<file path="config.mk">
export PLATFORM = sky130hd
export DESIGN_NAME = hdlc_tx_fifo
export DESIGN_NICKNAME = d
export VERILOG_FILES = /design/src/rtl/hdlc_txq_pkg.sv /design/src/rtl/txq_wr_assemble.sv /design/src/rtl/txq_store.sv /design/src/rtl/txq_status.sv /design/src/rtl/hdlc_tx_fifo.sv
export SDC_FILE = /design/constraint.sdc
export NUM_CORES = 2
export LEC_CHECK = 0
export CORE_MARGIN = 1
export CORE_UTILIZATION = 35
export CTS_BUF_LIST = sky130_fd_sc_hd__clkbuf_4
export DETAILED_ROUTE_END_ITERATION = 16
export SKIP_LAST_GASP = 1
export SLEW_MARGIN = 20
export SYNTH_ARGS = -nofsm -noshare
export SYNTH_HDL_FRONTEND = slang
export SYNTH_SLANG_ARGS = --single-unit
export TNS_END_PERCENT = 100
</file>
<file path="constraint.sdc">
create_clock -name clk -period 11.1 [get_ports clk]
set_input_delay 1.665 -clock clk [delete_from_list [all_inputs] [get_ports clk]]
set_output_delay 1.665 -clock clk [all_outputs]
set_load 0.02 [all_outputs]
</file>
<file path="src/rtl/hdlc_txq_pkg.sv">
package hdlc_txq_pkg;
  localparam int unsigned BYTE_W = 8;

  typedef struct packed {
    logic              eom;
    logic [BYTE_W-1:0] data;
  } txq_entry_t;
endpackage

</file>
<file path="src/rtl/txq_wr_assemble.sv">
module txq_wr_assemble
  import hdlc_txq_pkg::*;
(
  input  logic        clk,
  input  logic        rst_n,
  input  logic        bus8,
  input  logic        wr_valid,
  input  logic        wr_hi,
  input  logic [15:0] wr_data,
  output logic        commit,
  output txq_entry_t  entry
);
  logic [BYTE_W-1:0] lo_q;

  always_ff @(posedge clk) begin
    if (!rst_n) lo_q <= '0;
    else if (wr_valid && bus8 && !wr_hi) lo_q <= wr_data[BYTE_W-1:0];
  end

  always_comb begin
    commit = wr_valid && (!bus8 || wr_hi);
    if (bus8) begin
      entry.data = lo_q;
      entry.eom  = wr_data[0];
    end else begin
      entry.data = wr_data[BYTE_W-1:0];
      entry.eom  = wr_data[BYTE_W];
    end
  end
endmodule

</file>
<file path="src/rtl/txq_store.sv">
module txq_store
  import hdlc_txq_pkg::*;
#(
  parameter int unsigned DEPTH = 256,
  localparam int unsigned AW = $clog2(DEPTH),
  localparam int unsigned CW = AW + 1
) (
  input  logic          clk,
  input  logic          rst_n,
  input  logic          push_req,
  input  txq_entry_t    push_entry,
  input  logic          pop_req,
  output txq_entry_t    head,
  output logic [CW-1:0] count,
  output logic          full,
  output logic          is_empty
);
  txq_entry_t    mem [DEPTH];
  logic [AW-1:0] wptr, rptr;
  logic          push, pop;

  assign full     = (count == CW'(DEPTH));
  assign is_empty = (count == '0);
  assign push     = push_req && !full;
  assign pop      = pop_req && !is_empty;
  assign head     = mem[rptr];

  function automatic logic [AW-1:0] bump(input logic [AW-1:0] p);
    return (p == AW'(DEPTH - 1)) ? '0 : p + 1'b1;
  endfunction

  always_ff @(posedge clk) begin
    if (push) mem[wptr] <= push_entry;
  end

  always_ff @(posedge clk) begin
    if (!rst_n) begin
      wptr  <= '0;
      rptr  <= '0;
      count <= '0;
    end else begin
      if (push) wptr <= bump(wptr);
      if (pop)  rptr <= bump(rptr);
      case ({push, pop})
        2'b10:   count <= count + 1'b1;
        2'b01:   count <= count - 1'b1;
        default: count <= count;
      endcase
    end
  end
endmodule

</file>
<file path="src/rtl/txq_status.sv">
module txq_status #(
  parameter int unsigned CW      = 9,
  parameter int unsigned WM_W    = 3,
  parameter int unsigned LVL_W   = 4,
  parameter int unsigned WM_STEP = 16,
  localparam int unsigned TW      = CW + WM_W,
  localparam int unsigned STEP_SH = $clog2(WM_STEP),
  localparam int unsigned LVL_MAX = (1 << LVL_W) - 1
) (
  input  logic             clk,
  input  logic             rst_n,
  input  logic [CW-1:0]    count,
  input  logic [WM_W-1:0]  wm_sel,
  input  logic             pop_eom,
  input  logic             underrun,
  input  logic             stat_rd,
  input  logic             mask_pkt_end,
  input  logic             mask_low_wm,
  input  logic             mask_global,
  output logic             pkt_end,
  output logic             low_wm,
  output logic [LVL_W-1:0] fill_lvl,
  output logic             irq
);
  logic [TW-1:0] thresh;
  logic [CW-1:0] coarse;

  always_ff @(posedge clk) begin
    if (!rst_n)                   pkt_end <= 1'b0;
    else if (pop_eom || underrun) pkt_end <= 1'b1;
    else if (stat_rd)             pkt_end <= 1'b0;
  end

  always_comb begin
    thresh   = TW'((TW'(wm_sel) + 1'b1) << STEP_SH);
    low_wm   = TW'(count) < thresh;
    coarse   = count >> STEP_SH;
    fill_lvl = (coarse > CW'(LVL_MAX)) ? LVL_W'(LVL_MAX) : LVL_W'(coarse);
    irq      = mask_global && ((pkt_end && mask_pkt_end) || (low_wm && mask_low_wm));
  end
endmodule

</file>
<file path="src/rtl/hdlc_tx_fifo.sv">
module hdlc_tx_fifo
  import hdlc_txq_pkg::*;
#(
  parameter int unsigned DEPTH   = 256,
  parameter int unsigned WM_W    = 3,
  parameter int unsigned LVL_W   = 4,
  parameter int unsigned WM_STEP = 16,
  localparam int unsigned CW = $clog2(DEPTH) + 1
) (
  input  logic             clk,
  input  logic             rst_n,
  input  logic             bus8,
  input  logic             wr_valid,
  input  logic             wr_hi,
  input  logic [15:0]      wr_data,
  output logic             wr_ready,
  output logic             rd_valid,
  input  logic             rd_ready,
  output logic [7:0]       rd_data,
  output logic             rd_eom,
  input  logic [WM_W-1:0]  wm_sel,
  input  logic             stat_rd,
  input  logic             mask_pkt_end,
  input  logic             mask_low_wm,
  input  logic             mask_global,
  output logic             pkt_end,
  output logic             low_wm,
  output logic             empty,
  output logic [LVL_W-1:0] fill_lvl,
  output logic             irq
);
  logic          commit, full, is_empty;
  txq_entry_t    new_entry, head;
  logic [CW-1:0] cnt;

  txq_wr_assemble u_asm (
    .clk(clk), .rst_n(rst_n), .bus8(bus8), .wr_valid(wr_valid),
    .wr_hi(wr_hi), .wr_data(wr_data), .commit(commit), .entry(new_entry)
  );

  txq_store #(.DEPTH(DEPTH)) u_store (
    .clk(clk), .rst_n(rst_n), .push_req(commit), .push_entry(new_entry),
    .pop_req(rd_ready), .head(head), .count(cnt), .full(full), .is_empty(is_empty)
  );

  assign wr_ready = !full;
  assign rd_valid = !is_empty;
  assign empty    = is_empty;
  assign rd_data  = head.data;
  assign rd_eom   = head.eom;

  txq_status #(.CW(CW), .WM_W(WM_W), .LVL_W(LVL_W), .WM_STEP(WM_STEP)) u_stat (
    .clk(clk), .rst_n(rst_n), .count(cnt), .wm_sel(wm_sel),
    .pop_eom(rd_ready && !is_empty && head.eom),
    .underrun(rd_ready && is_empty), .stat_rd(stat_rd),
    .mask_pkt_end(mask_pkt_end), .mask_low_wm(mask_low_wm), .mask_global(mask_global),
    .pkt_end(pkt_end), .low_wm(low_wm), .fill_lvl(fill_lvl), .irq(irq)
  );
endmodule

</file>
==> impl_metrics.yaml <==
grt:
  number_of_global_route_vias_before_repair: 45579
  grt_max_degree: 165
  groute.usage.overall_pct: 16.3
  antenna_found_initial: 8
  grt_pass1_wl_mm: 312
  grt.overflow.total: 0
pwr:
  switching_power_w: 0.00515
  power.combinational.fraction_pct: 16.0
  internal_power_w: 0.0151
  power.leakage_nw: 31.2
  vdd_drop_max_mv: 0.165
  p_sw_share_pct: 25.4
  cellPowerDensity_nw_per_um2: 198
  power_frac_clock_pct: 35.3
  seq_power_share_pct: 48.7
critical_path:
  worst_path_largest_cell_delay_ns: 0.86
  worst_ep_arrival_time_ns: 7.03
  cp-end-kind: "output pin"
  critical_path.max_fanout: 38
  critical_path_cell_with_the_highest_stage_delay: "sky130_fd_sc_hd__dfxtp_4"
  kind_of_launch_point_of_the_worst_setup_path: "flop"
  worst-endpoint-required_ns: 9.44
  critPathKind: "reg2out"
  path_cells: "buf_4 > buf_4 > mux4_2 > mux4_2 > a22oi_1 > nand2_1 > a22oi_1 > o221ai_1 > clkdlybuf4s50_1"
place:
  place.port_buffers: 40
  place_congestion: 0.832
  detailedPlacementHpwl_mm: 122
synth:
  cells_after_synth: 4005
  synth_cell_type_count: 62
  async_flop_share_pct: 0
  synth-seq-area-share_pct: 77.0
  yosysTopAreaCellShare_pct: 76.0
  syn-num-nets: 4046
  synth-edff-count: 2304
  post_synth.cell_area_avg_sq_um: 22.7
  cells_taking_the_most_area_after_synthesis: "sky130_fd_sc_hd__edfxtp_1 76%, sky130_fd_sc_hd__mux4_2 17%, sky130_fd_sc_hd__nor2_1 1.2%"
  mappedNetlistArea_sq_um: 91000
  synth_most_common_cell: "sky130_fd_sc_hd__edfxtp_1"
  yosysWarningCount: 0
  most_numerous_cell_types_in_the_synthesized_netlist: "2304 x sky130_fd_sc_hd__edfxtp_1, 694 x sky130_fd_sc_hd__mux4_2, 284 x sky130_fd_sc_hd__nor2_1, 114 x sky130_fd_sc_hd__clkbuf_1, 82 x sky130_fd_sc_hd__nand2_1"
  yosys_register_bits: 2346
  yosys.area.top_type: "sky130_fd_sc_hd__edfxtp_1"
  synth_top_flop_cell: "sky130_fd_sc_hd__edfxtp_1"
timing:
  final.hold.worst_slack_ns: 0.486
  setup_viol: 0
  max-slew-margin-rel_pct: 11.8
  worst-slew-pin-transition_ns: 1.29
  final_min_period_over_clock_period_pct: 78.4
  finalSetupTns_ns: 0
  hold_viol: 0
  max_clock_freq_ghz: 0.115
  grt_setup_unrepaired: "no"
  final.setup_skew_ns: 0.111
  timing.final.crit_period_ns: 8.70
  report.final.slew_viol_count: 0
floorplan:
  die-area_sq_um: 262000
  effective_utilization_at_floorplan_pct: 35.3
  die-width_microns: 512
  floorplan.io_pins: 48
  placement_rows: 186
  die-height_microns: 512
  placeableCoreArea_sq_um: 258000
clocking:
  resized_after_cts: 0
  clock-root-buffer: "sky130_fd_sc_hd__clkbuf_4"
  ctsHoldBuffers: 0
  clkTransAtPathRegs_ns: 0.06
  clock_path_buffers: 4
  htree_levels: 6
  clock_latency_reported_for_the_late_side_of_the_worst_skew_pair_ns: 1.38
  cts_num_sinks: 2346
  post_cts_buffers: 0
  cts_tree: "yes"
  cts_inserted_buffers: 595
outcome:
  outcome: "finished clean"
final_layout:
  final_net_count: 4518
  number_of_filler_cells_placed_in_the_layout: 22686
  synthToLayoutAreaGrowth_pct: 12.7
  drive_above_1_share_pct: 35.1
  finalCoreUtilization_pct: 39.8
route:
  vias_post_dr: 43554
  finalWirelength_mm: 214
  route.detailed.drc: 0
  drt_iter0_markers: 4274
  postRouteAntennaNets: 0
  post_dr_wirelength_cell_microns: 25.9
  dr.pass1.iters: 5
  viasPerCell: 5.27
job:
  cap_viol_max_count: 0
worst_hold_path:
  timing.hold.worst.class: "reg2reg"
## cells by family (layout without fill, tap and decap cells)
logic type / after synthesis / count (layout) / synth area share [%]
AO/OA/AOI/OAI: 150 / 150 / 1.29
XOR/XNOR: 24 / 24 / 0.231
adder cells (fa/ha/maj): 12 / 12 / 0.165
buffers and inverters: 247 / 1112 / 1.34
flip-flops: 2346 / 2346 / 77.0
multiplexers: 739 / 739 / 17.7
other: 0 / 3 / 0
AND/OR/NAND/NOR: 487 / 487 / 2.31
## per-stage QoR
step	area (sq um)	cells	total power [W]	setup WS, ns
after global routing	103000	8256	0.0211	1.96
after floorplan	91000	4005	0.0124	5.81
after global placement	95200	7264	0.0133	3.75
after detailed placement	95300	7264	0.0134	3.74
final	103000	8257	0.0203	2.40
after CTS	103000	8254	0.0205	2.19
## flip-flops by register name, summed over array words and instances (netlist names), named ones only
| signal | count |
|---|---|
| u_asm.lo_q | 8 |
| u_stat.pkt_end | 1 |
| u_store.count | 9 |
| u_store.mem | 2304 |
| u_store.rptr | 8 |
| u_store.wptr | 8 |
## cells in the final DEF, fill, tap and decap left out, drive strengths merged, types with 17 or more instances in the layout
cell type      synthesis  layout
a22oi                 44      44
nor2b                 17      17
inv                   10      20
nor2                 284     284
mux4                 694     694
clkinv                 0     110
edfxtp              2304    2304
nand2                 82      82
buf                  123      72
clkbuf               114     858
clkdlybuf4s50          0      40
a22o                  18      18
mux2i                 29      29
dfxtp                 42      42
a221oi                17      17
nand3                 33      33
## worst max-delay path, delay by kind of cell, from the launching register on
family | cells | cell delay (ns)
compound gates | 3 | 1.49
simple gates | 1 | 0.09
buf+inv | 3 | 1.96
mux | 2 | 1.19
flops | 1 | 0.86
## power groups by stage
| stage | logic (W) | clock network, W | registers [W] |
|---|---|---|---|
| 3_3_place_gp | 0.00328 | 0 | 0.0101 |
| 5_1_grt | 0.00344 | 0.00777 | 0.00987 |
| 2_1_floorplan | 0.00237 | 0 | 0.0100 |
| 6_report | 0.00325 | 0.00715 | 0.00987 |
| 3_5_place_dp | 0.00331 | 0 | 0.0101 |
| 4_1_cts | 0.00331 | 0.00735 | 0.00987 |
## final timing paths
path / depth (start not counted) / startpoint / slack [ns] / endpoint
setup / recovery: 9 / flop / 2.40 / rd_data[3]
hold / removal: 2 / u_asm.lo_q[4]$_SDFFE_PN0P_ / 0.49 / u_asm.lo_q[4]$_SDFFE_PN0P_
hold reg to reg: 2 / u_asm.lo_q[4]$_SDFFE_PN0P_ / 0.49 / u_asm.lo_q[4]$_SDFFE_PN0P_
setup reg to reg: 9 / flop / 5.85 / u_stat.pkt_end$_SDFFE_PN0P_
## metal layers
layer | vias to the layer above | share of wire, % | track usage [%]
li1 | 18271 | - | -
met5 | - | 0.014 | 0
met2 | 1736 | 49 | 26.4
met1 | 23164 | 41 | 21.4
met4 | 4 | 2.9 | 6.04
met3 | 379 | 7.0 | 3.72
## area by class of cell
cell class	count	area (sq um)	area share, %
diodes	3	7.51	0.00732
repair buffers	112	1030	1.01
flip-flops and latches	2346	70000	68.3
inverters	10	45.0	0.0439
clock inverters	132	808	0.788
well taps	3384	4230	4.13
multi-input cells	1412	19900	19.4
clock buffers	858	6440	6.28
(Power assumes the default switching activity.)
